## config.mk

```make
export PLATFORM = sky130hd
export DESIGN_NAME = ifl_slave
export DESIGN_NICKNAME = d
export VERILOG_FILES = /design/src/rtl/ifl_pkg.sv /design/src/rtl/ifl_req_queue.sv /design/src/rtl/ifl_beat_engine.sv /design/src/rtl/ifl_slave.sv
export SDC_FILE = /design/constraint.sdc
export NUM_CORES = 1
export LEC_CHECK = 0
export BUFFER_PORTS_ARGS = -buffer_cell sky130_fd_sc_hd__buf_2
export CORE_ASPECT_RATIO = 0.9
export CORE_MARGIN = 2
export CORE_UTILIZATION = 60
export DETAILED_ROUTE_END_ITERATION = 16
export GPL_ROUTABILITY_DRIVEN = 0
export PLACE_DENSITY = 0.84
export SYNTH_ARGS = -nofsm -noshare
export SYNTH_HDL_FRONTEND = slang
export SYNTH_SLANG_ARGS = --single-unit
```

## constraint.sdc

```tcl
create_clock -name clk -period 15.28 [get_ports clk]
set_clock_uncertainty 0.1 [all_clocks]
set_input_delay 3.056 -clock clk [delete_from_list [all_inputs] [get_ports clk]]
set_output_delay 3.056 -clock clk [all_outputs]
set_load 0.02 [all_outputs]
```

## src/rtl/ifl_pkg.sv

```systemverilog
`timescale 1ns/1ps
package ifl_pkg;
  localparam int unsigned IFL_AW        = 32;
  localparam int unsigned IFL_DW        = 32;
  localparam int unsigned IFL_MAX_BEATS = 8;
  localparam int unsigned IFL_BEAT_W    = $clog2(IFL_MAX_BEATS);
  localparam int unsigned IFL_WORD_B    = 4;

  typedef struct packed {
    logic [IFL_AW-1:0] base;
    logic              size8;
    logic              cacheable;
    logic              attr;
  } ifl_req_t;

  // Align a byte address down to the start of its line.
  function automatic logic [IFL_AW-1:0] ifl_line_base(input logic [IFL_AW-1:0] a,
                                                      input logic size8);
    if (size8) return a & ~IFL_AW'(IFL_MAX_BEATS * IFL_WORD_B - 1);
    else       return a & ~IFL_AW'(IFL_MAX_BEATS * IFL_WORD_B / 2 - 1);
  endfunction

  // Index of the final word of a line.
  function automatic logic [IFL_BEAT_W-1:0] ifl_last_beat(input logic size8);
    return size8 ? IFL_BEAT_W'(IFL_MAX_BEATS - 1) : IFL_BEAT_W'(IFL_MAX_BEATS / 2 - 1);
  endfunction

  // Byte address of word number beat within a line.
  function automatic logic [IFL_AW-1:0] ifl_word_addr(input logic [IFL_AW-1:0] base,
                                                      input logic [IFL_BEAT_W-1:0] beat);
    return base + (IFL_AW'(beat) * IFL_AW'(IFL_WORD_B));
  endfunction

  // Combinational read port: content derived from the word index.
  function automatic logic [IFL_DW-1:0] ifl_word_value(input logic [IFL_AW-1:0] a);
    logic [IFL_DW-1:0] idx;
    idx = IFL_DW'(a >> 2);
    return idx * IFL_DW'(32'h9E37_79B9);
  endfunction
endpackage

```

## src/rtl/ifl_req_queue.sv

```systemverilog
`timescale 1ns/1ps
module ifl_req_queue
  import ifl_pkg::*;
#(
  parameter int unsigned DEPTH   = 2,
  parameter int unsigned LATENCY = 3
) (
  input  logic     clk,
  input  logic     rst_n,
  input  logic     push,
  input  ifl_req_t push_req,
  input  logic     pop,
  output ifl_req_t head_req,
  output logic     head_ready,
  output logic     full,
  output logic [$clog2(DEPTH+1)-1:0] count
);
  localparam int unsigned PTR_W = (DEPTH > 1) ? $clog2(DEPTH) : 1;
  localparam int unsigned CNT_W = $clog2(DEPTH + 1);
  localparam int unsigned TMR_W = $clog2(LATENCY + 1);

  ifl_req_t           slot_q  [DEPTH];
  logic [TMR_W-1:0]   timer_q [DEPTH];
  logic [PTR_W-1:0]   wr_ptr_q, rd_ptr_q;
  logic [CNT_W-1:0]   count_q;
  logic               head_valid;

  function automatic logic [PTR_W-1:0] nxt(input logic [PTR_W-1:0] p);
    return (p == PTR_W'(DEPTH - 1)) ? '0 : p + 1'b1;
  endfunction

  // One storage slot with its own latency timer per entry.
  for (genvar g = 0; g < DEPTH; g++) begin : g_slot
    always_ff @(posedge clk) begin
      if (!rst_n) begin
        slot_q[g]  <= '0;
        timer_q[g] <= '0;
      end else if (push && wr_ptr_q == PTR_W'(g)) begin
        slot_q[g]  <= push_req;
        timer_q[g] <= TMR_W'(LATENCY - 1);
      end else if (timer_q[g] != '0) begin
        timer_q[g] <= timer_q[g] - 1'b1;
      end
    end
  end

  always_ff @(posedge clk) begin
    if (!rst_n) begin
      wr_ptr_q <= '0;
      rd_ptr_q <= '0;
      count_q  <= '0;
    end else begin
      if (push) wr_ptr_q <= nxt(wr_ptr_q);
      if (pop)  rd_ptr_q <= nxt(rd_ptr_q);
      case ({push, pop})
        2'b10:   count_q <= count_q + 1'b1;
        2'b01:   count_q <= count_q - 1'b1;
        default: count_q <= count_q;
      endcase
    end
  end

  assign head_valid = (count_q != '0);
  assign head_req   = slot_q[rd_ptr_q];
  assign head_ready = head_valid && (timer_q[rd_ptr_q] == '0);
  assign full       = (count_q == CNT_W'(DEPTH));
  assign count      = count_q;

  // A push into a full store would overwrite a pending line.
  assert_no_overflow_R9: assert property (@(posedge clk) disable iff (!rst_n)
    push |-> !full) else $error("push while store full");

  // Lines are only retired once they were stored (in-order drain).
  assert_pop_nonempty_R7: assert property (@(posedge clk) disable iff (!rst_n)
    pop |-> head_valid) else $error("pop of empty store");
endmodule

```

## src/rtl/ifl_beat_engine.sv

```systemverilog
`timescale 1ns/1ps
module ifl_beat_engine
  import ifl_pkg::*;
(
  input  logic              clk,
  input  logic              rst_n,
  input  ifl_req_t          head_req,
  input  logic              head_ready,
  output logic              rd_ack,
  output logic              rd_last,
  output logic [IFL_AW-1:0] rd_addr,
  output logic [IFL_DW-1:0] rd_data,
  output logic              rd_cacheable,
  output logic              rd_attr,
  output logic              line_done
);
  logic [IFL_BEAT_W-1:0] beat_q;
  logic                  at_last;

  assign at_last      = (beat_q == ifl_last_beat(head_req.size8));
  assign rd_ack       = head_ready;
  assign rd_last      = head_ready && at_last;
  assign rd_addr      = ifl_word_addr(head_req.base, beat_q);
  assign rd_data      = ifl_word_value(rd_addr);
  assign rd_cacheable = head_req.cacheable;
  assign rd_attr      = head_req.attr;
  assign line_done    = rd_last;

  always_ff @(posedge clk) begin
    if (!rst_n)      beat_q <= '0;
    else if (rd_ack) beat_q <= at_last ? '0 : beat_q + 1'b1;
  end

  // Words of one line follow back to back, 4 bytes apart.
  assert_ascending_R5: assert property (@(posedge clk) disable iff (!rst_n)
    (rd_ack && !rd_last) |=> (rd_ack && rd_addr == $past(rd_addr) + IFL_AW'(IFL_WORD_B)))
    else $error("word sequence broken");

  // The first word of every line sits on its size-dependent boundary.
  assert_line_base_R4: assert property (@(posedge clk) disable iff (!rst_n)
    (rd_ack && beat_q == '0) |-> (rd_addr[3:0] == 4'd0 && (!head_req.size8 || !rd_addr[4])))
    else $error("line start misaligned");
endmodule

```

## src/rtl/ifl_slave.sv

```systemverilog
`timescale 1ns/1ps
module ifl_slave
  import ifl_pkg::*;
#(
  parameter int unsigned LATENCY = 3,
  parameter int unsigned DEPTH   = 2
) (
  input  logic        clk,
  input  logic        rst_n,
  input  logic        req_valid,
  input  logic        req_abort,
  input  logic [31:0] req_addr,
  input  logic        req_size8,
  input  logic        req_cacheable,
  input  logic        req_attr,
  output logic        addr_ack,
  output logic        rd_ack,
  output logic        rd_last,
  output logic [31:0] rd_addr,
  output logic [31:0] rd_data,
  output logic        rd_cacheable,
  output logic        rd_attr
);
  localparam int unsigned CNT_W = $clog2(DEPTH + 1);

  ifl_req_t          cap_req;
  ifl_req_t          head_req;
  logic              head_ready;
  logic              q_full;
  logic [CNT_W-1:0]  q_count;
  logic              line_done;

  // Grant decision: same-cycle, blocked by abort or a full store.
  assign addr_ack = req_valid && !req_abort && !q_full;

  assign cap_req.base      = ifl_line_base(req_addr, req_size8);
  assign cap_req.size8     = req_size8;
  assign cap_req.cacheable = req_cacheable;
  assign cap_req.attr      = req_attr;

  ifl_req_queue #(.DEPTH(DEPTH), .LATENCY(LATENCY)) u_queue (
    .clk        (clk),
    .rst_n      (rst_n),
    .push       (addr_ack),
    .push_req   (cap_req),
    .pop        (line_done),
    .head_req   (head_req),
    .head_ready (head_ready),
    .full       (q_full),
    .count      (q_count)
  );

  ifl_beat_engine u_engine (
    .clk          (clk),
    .rst_n        (rst_n),
    .head_req     (head_req),
    .head_ready   (head_ready),
    .rd_ack       (rd_ack),
    .rd_last      (rd_last),
    .rd_addr      (rd_addr),
    .rd_data      (rd_data),
    .rd_cacheable (rd_cacheable),
    .rd_attr      (rd_attr),
    .line_done    (line_done)
  );

  // A withdrawn offer is never granted.
  assert_abort_blocks_R8: assert property (@(posedge clk) disable iff (!rst_n)
    (req_valid && req_abort) |-> !addr_ack) else $error("aborted offer granted");

  // With nothing stored, no word may be returned.
  assert_idle_quiet_R11: assert property (@(posedge clk) disable iff (!rst_n)
    (q_count == '0) |-> !rd_ack) else $error("data with empty store");
endmodule

```

* Word-level counts from Yosys, hierarchy flattened
Memory sizes are Yosys's and may differ from the RTL's. A register that Yosys moved wholly into a read port is not among the register bits.
Cells that the tools add are included.
** Storage, ports and cells
- Bits in writable memories :: 74
- Output and inout port bits :: 69
- Latch bits :: 0
- Memories kept :: 2
- Logic and storage cells :: 70
- ROM bits :: 0
- Bits in registers :: 7
** Memory list
- u_queue.slot_q :: depth 2, bits a word 35, rd ports 1, clocked after memory_dff 1, wr ports 2, line ifl_req_queue.sv:22 : ifl_req_t slot_q [DEPTH];
- u_queue.timer_q :: depth 2, bits a word 2, rd ports 3, clocked after memory_dff 1, wr ports 2, line ifl_req_queue.sv:23 : logic [TMR_W-1:0] timer_q [DEPTH];
** Operators by class
- Equal/unequal tests :: 4
- Muxes and demuxes :: 31
- Bitwise gates (word level) :: 7
- $lt $le $gt $ge :: 0
- Multiply operators :: 1
- Divide/modulo/power cells :: 0
- Reduce and logical (&&, ||, !) cells :: 13
- $add $sub $neg :: 8
- Shift operators :: 0
** Operators with widths (count)
- 2-to-1 mux 35 bit :: 2
- adder 32 x 5 -> 32 bit :: 1
- multiplier 30 x 32 -> 32 bit, second input constant :: 1
- 2-to-1 mux 1 bit :: 21
- 2-to-1 mux 2 bit :: 4
- nonzero test 2 bit :: 4
- logical AND 1 bit :: 6
- 2-to-1 mux 3 bit :: 2
- bitwise OR 1 bit :: 6
- subtractor 2 x 1 -> 2 bit, second input constant :: 3
- 2-to-1 mux 5 bit :: 1
- == test 2 bit, second input constant :: 2
- case mux 2 bit (2 select lines) :: 1
- adder 3 x 1 -> 3 bit, second input constant :: 1
- == test 3 bit :: 1
- adder 1 bit, second input constant :: 2
- adder 2 x 1 -> 2 bit, second input constant :: 1
- == test 2 x 1 -> 1 bit, second input constant :: 1
- zero test 1 bit :: 2
- zero test 2 bit :: 1
- inverter 1 bit :: 1

* Logic depth before layout (Yosys ltp)
- Depth after elaboration :: 9
- Gate-level depth with buffers :: 40
- Gate-level depth less buffers :: 33

* Hierarchy
Synthesis repeated with hierarchy kept, for this count alone.
** Second synthesis, totals
- Cells, all modules :: 1243
- Area total of the unflattened synthesis :: 13057.5 um^2
** By module, submodules not included
- ifl_beat_engine :: area each 9559.2 um^2, cells each 1006, sequential area each 60.1 um^2, times used 1
- ifl_req_queue :: area each 3475.8 um^2, cells each 234, sequential area each 2322.2 um^2, times used 1
- ifl_slave :: area each 22.5 um^2, cells each 3, sequential area each 0.0 um^2, times used 1

* Worst setup path before layout
Ideal clock, no wire load.
- Path kind :: register to output
- Start :: register with a tool-made name
- End :: output port rd_data[29]
- Data required time :: 12.124 ns
- Arrival :: 10.099 ns
- Path slack :: 2.025 ns
- Stages on the path, launching flop included :: 40
- Path through :: dfxtp_1 -> buf_4 -> buf_6 -> buf_6 -> buf_2 -> buf_1 -> buf_1 -> mux2_2 -> ha_1 -> inv_1 -> a221oi_4 -> nand3_2 -> or3_1 -> buf_2 -> nor2_1 -> xor2_1 -> nor2_1 -> a21oi_1 -> [4 not listed] -> fa_1 -> inv_1 -> fa_1 -> fa_1 -> inv_1 -> fa_1 -> fa_1 -> inv_1 -> fa_1 -> inv_1 -> ha_1 -> and3_1 -> nand2_1 -> nor2b_1 -> o31a_1 -> o31ai_1 -> a21bo_2 -> o311ai_0
** RTL lines
- end: declaration :: line ifl_slave.sv:20 : output logic [31:0] rd_data,

==> results.toml <==
[clock_network]
root_buffer = "clkbuf_16"
cts_max_level = 3
clockBufferDepth = 2
cts_made_buffers = 9
cts_tree = "yes"
ctsHoldBuffers = 0
post_cts_buffers = 0
cts_resized = 0
cts_sinks = 74
path_clk_slew_ps = 60
insertion_delay_ps = 330

[cells_and_area]
multiInputGateArea_mm2 = 0.00927
register_area_mm2 = 0.00214
drive_gt1_share_pct = 11.0
area_delta_synth_final_pct = 8.37
final_cells = 1631
fin_nets = 1761
num-fill-cells = 1594

[timing]
max_slew.worst_pin.slew_ps = 1220
setup_slack_ps = 1920
rsz0062_at_grt = "no"
setup_viol = 0
final_hold_viol_count = 0
fin_crit_sh_pct = 87.4
fin_crit_ps = 13360
setup_tns_ps = 0
max_slew_margin_pct = 18.5
hold_ws_ps = 470
final_max_slew_viol_count = 0
fmax_mhz = 74.9

[synthesis]
synth_edf_count = 66
ys_async_sr_fraction_pct = 0
netlist_area_mm2 = 0.0128
ys_seq_area_share_pct = 16.7
syn_inst = 1244
synth_top_area_share_pct = 32.3
synthTopCellsByArea = "fa_1, ha_1, edfxtp_1, inv_1, xnor2_1"
yosys_warnings = 0
syn-mean-instance-area_um2 = 10.3
synth-main-ff-cell = "edfxtp_1"
synth.distinct_cells = 75
ys_ff_latch = 74
yosysTopAreaCell = "fa_1"

[floorplan]
ios = 108
die_y_um = 143
dieArea_mm2 = 0.0226
start_util_pct = 61.5
rows = 50
fp.dieW_um = 158
core_area_mm2 = 0.0209

[drt]
ant_nets = 0
vias = 8742
wl_per_cell_um = 17.9
drt-initial-drc-count = 627
drc = 0
firstDrtPassIters = 5
vias_per_cell = 5.36
routed_wl_um = 29200

[placement]
hpwl_um = 25000
dp_cells = 1614
place_ws_ps = 2230
portBuffers = 101

[setup_path]
worst_setup_path_end_kind = "output pin"
cp.arrival_ps = 10200
critical_path.max_stage_delay_ps = 820
crit_path_start_kind = "flop"
cp.required_ps = 12120
cp_max_fo = 34
cpMaxStageDelayCell = "a21oi_1"
crit_type = "flop to output pin"

[global_route]
overflow = 0
grt_pass1_wl_um = 46900
grt_antenna_before_repair = 2
grt_pass1_vias = 9242
grt_use_total_pct = 27.3
grt_max_degree = 43

[status]
status = "finished clean"

[flow_run]
drv_cap = 0

[min_path]
worstHoldPathType = "flop to flop"
layout by cell type (no fill, tap or decap), types with 7 or more instances in the layout:
master / instances
a21o_1: 11
a21oi_1: 31
and2_1: 67
buf_2: 101
clkbuf_16: 9
dfxtp_1: 7
edfxtp_1: 66
fa_1: 207
ha_1: 176
inv_1: 344
mux2i_1: 19
nand2_1: 35
nand3_1: 11
nor2_1: 32
nor2b_1: 13
nor3_1: 9
o21ai_0: 13
xnor2_1: 56
xor2_1: 32
final timing paths:
kind,from,cells after the start,to,slack [ps]
worst max-delay path,flop,34,rd_data[31],1920
worst min-delay path,u_queue.timer_q[1][0]$_SDFFCE_PN0P_,1,u_queue.timer_q[1][0]$_SDFFCE_PN0P_,470
worst max register to register,u_engine.beat_q[0]$_SDFFE_PN0P_,6,u_queue.count[1]$_SDFFE_PN0P_,12340
worst min register to register,u_queue.timer_q[1][0]$_SDFFCE_PN0P_,1,u_queue.timer_q[1][0]$_SDFFCE_PN0P_,470
layout make-up:
class	count	area share (%)
clock buffer	11	1.74
clock inverter	5	0.449
multi-input combinational	803	66.6
tap	286	2.57
antenna	1	0.0180
inverter	345	9.30
sequential	74	15.4
timing repair buffer	106	3.90
stage by stage:
step | cell area [um^2] | utilization, %
after CTS | 13900 | 66.6
after global routing | 13900 | 66.6
after floorplan | 12800 | -
final | 13900 | 66.6
after global placement | 13600 | 65.1
after detailed placement | 13600 | 65.1
layer usage:
metal	routed length [um]	global-route usage, %
met2	14000	44.7
met4	684	7.59
met5	13	0
met1	12500	37.7
met3	2020	4.92
registers in the layout, indices dropped and copies added (netlist names), named ones only:
| register | flops |
|---|---|
| u_engine.beat_q | 3 |
| u_queue.slot_q | 62 |
| u_queue.rd_ptr_q | 1 |
| u_queue.count | 2 |
| u_queue.timer_q | 4 |
| u_queue.wr_ptr_q | 1 |
synth_stat cells, types with 7 or more instances:
master,instances
o21ai_0,14
edfxtp_1,66
a21oi_1,31
and2_1,67
nand2_1,35
ha_1,176
buf_4,8
xnor2_1,56
nand3_1,11
nor2b_1,13
clkbuf_1,7
nor2_1,32
inv_1,344
a21o_1,11
fa_1,207
xor2_1,32
dfxtp_1,8
mux2i_1,19
nor3_1,9
worst max-delay path, delay by kind of cell (launching register included):
kind	cells	cell delay, ps
AND/OR/NAND/NOR	8	1480
AO/OA/AOI/OAI	5	1840
adder cells (fa/ha/maj)	10	4490
multiplexers	1	290
flip-flops	1	810
buffers and inverters	8	650
XOR/XNOR	2	320
logic make-up (layout without fill, tap and decap cells):
| group | Yosys count | count (layout) | synth area share, % |
|---|---|---|---|
| XOR/XNOR | 90 | 90 | 6.30 |
| adder cells (fa/ha/maj) | 383 | 383 | 49.4 |
| multiplexers | 24 | 24 | 1.92 |
| other | 1 | 3 | 0.0292 |
| flip-flops | 74 | 74 | 16.7 |
| AND/OR/NAND/NOR | 206 | 206 | 9.19 |
| buffers and inverters | 368 | 467 | 11.2 |
| AO/OA/AOI/OAI | 98 | 98 | 5.28 |
Power is not shown: default switching activity piles up to over one toggle a cycle in this logic, so the estimate is an artifact.
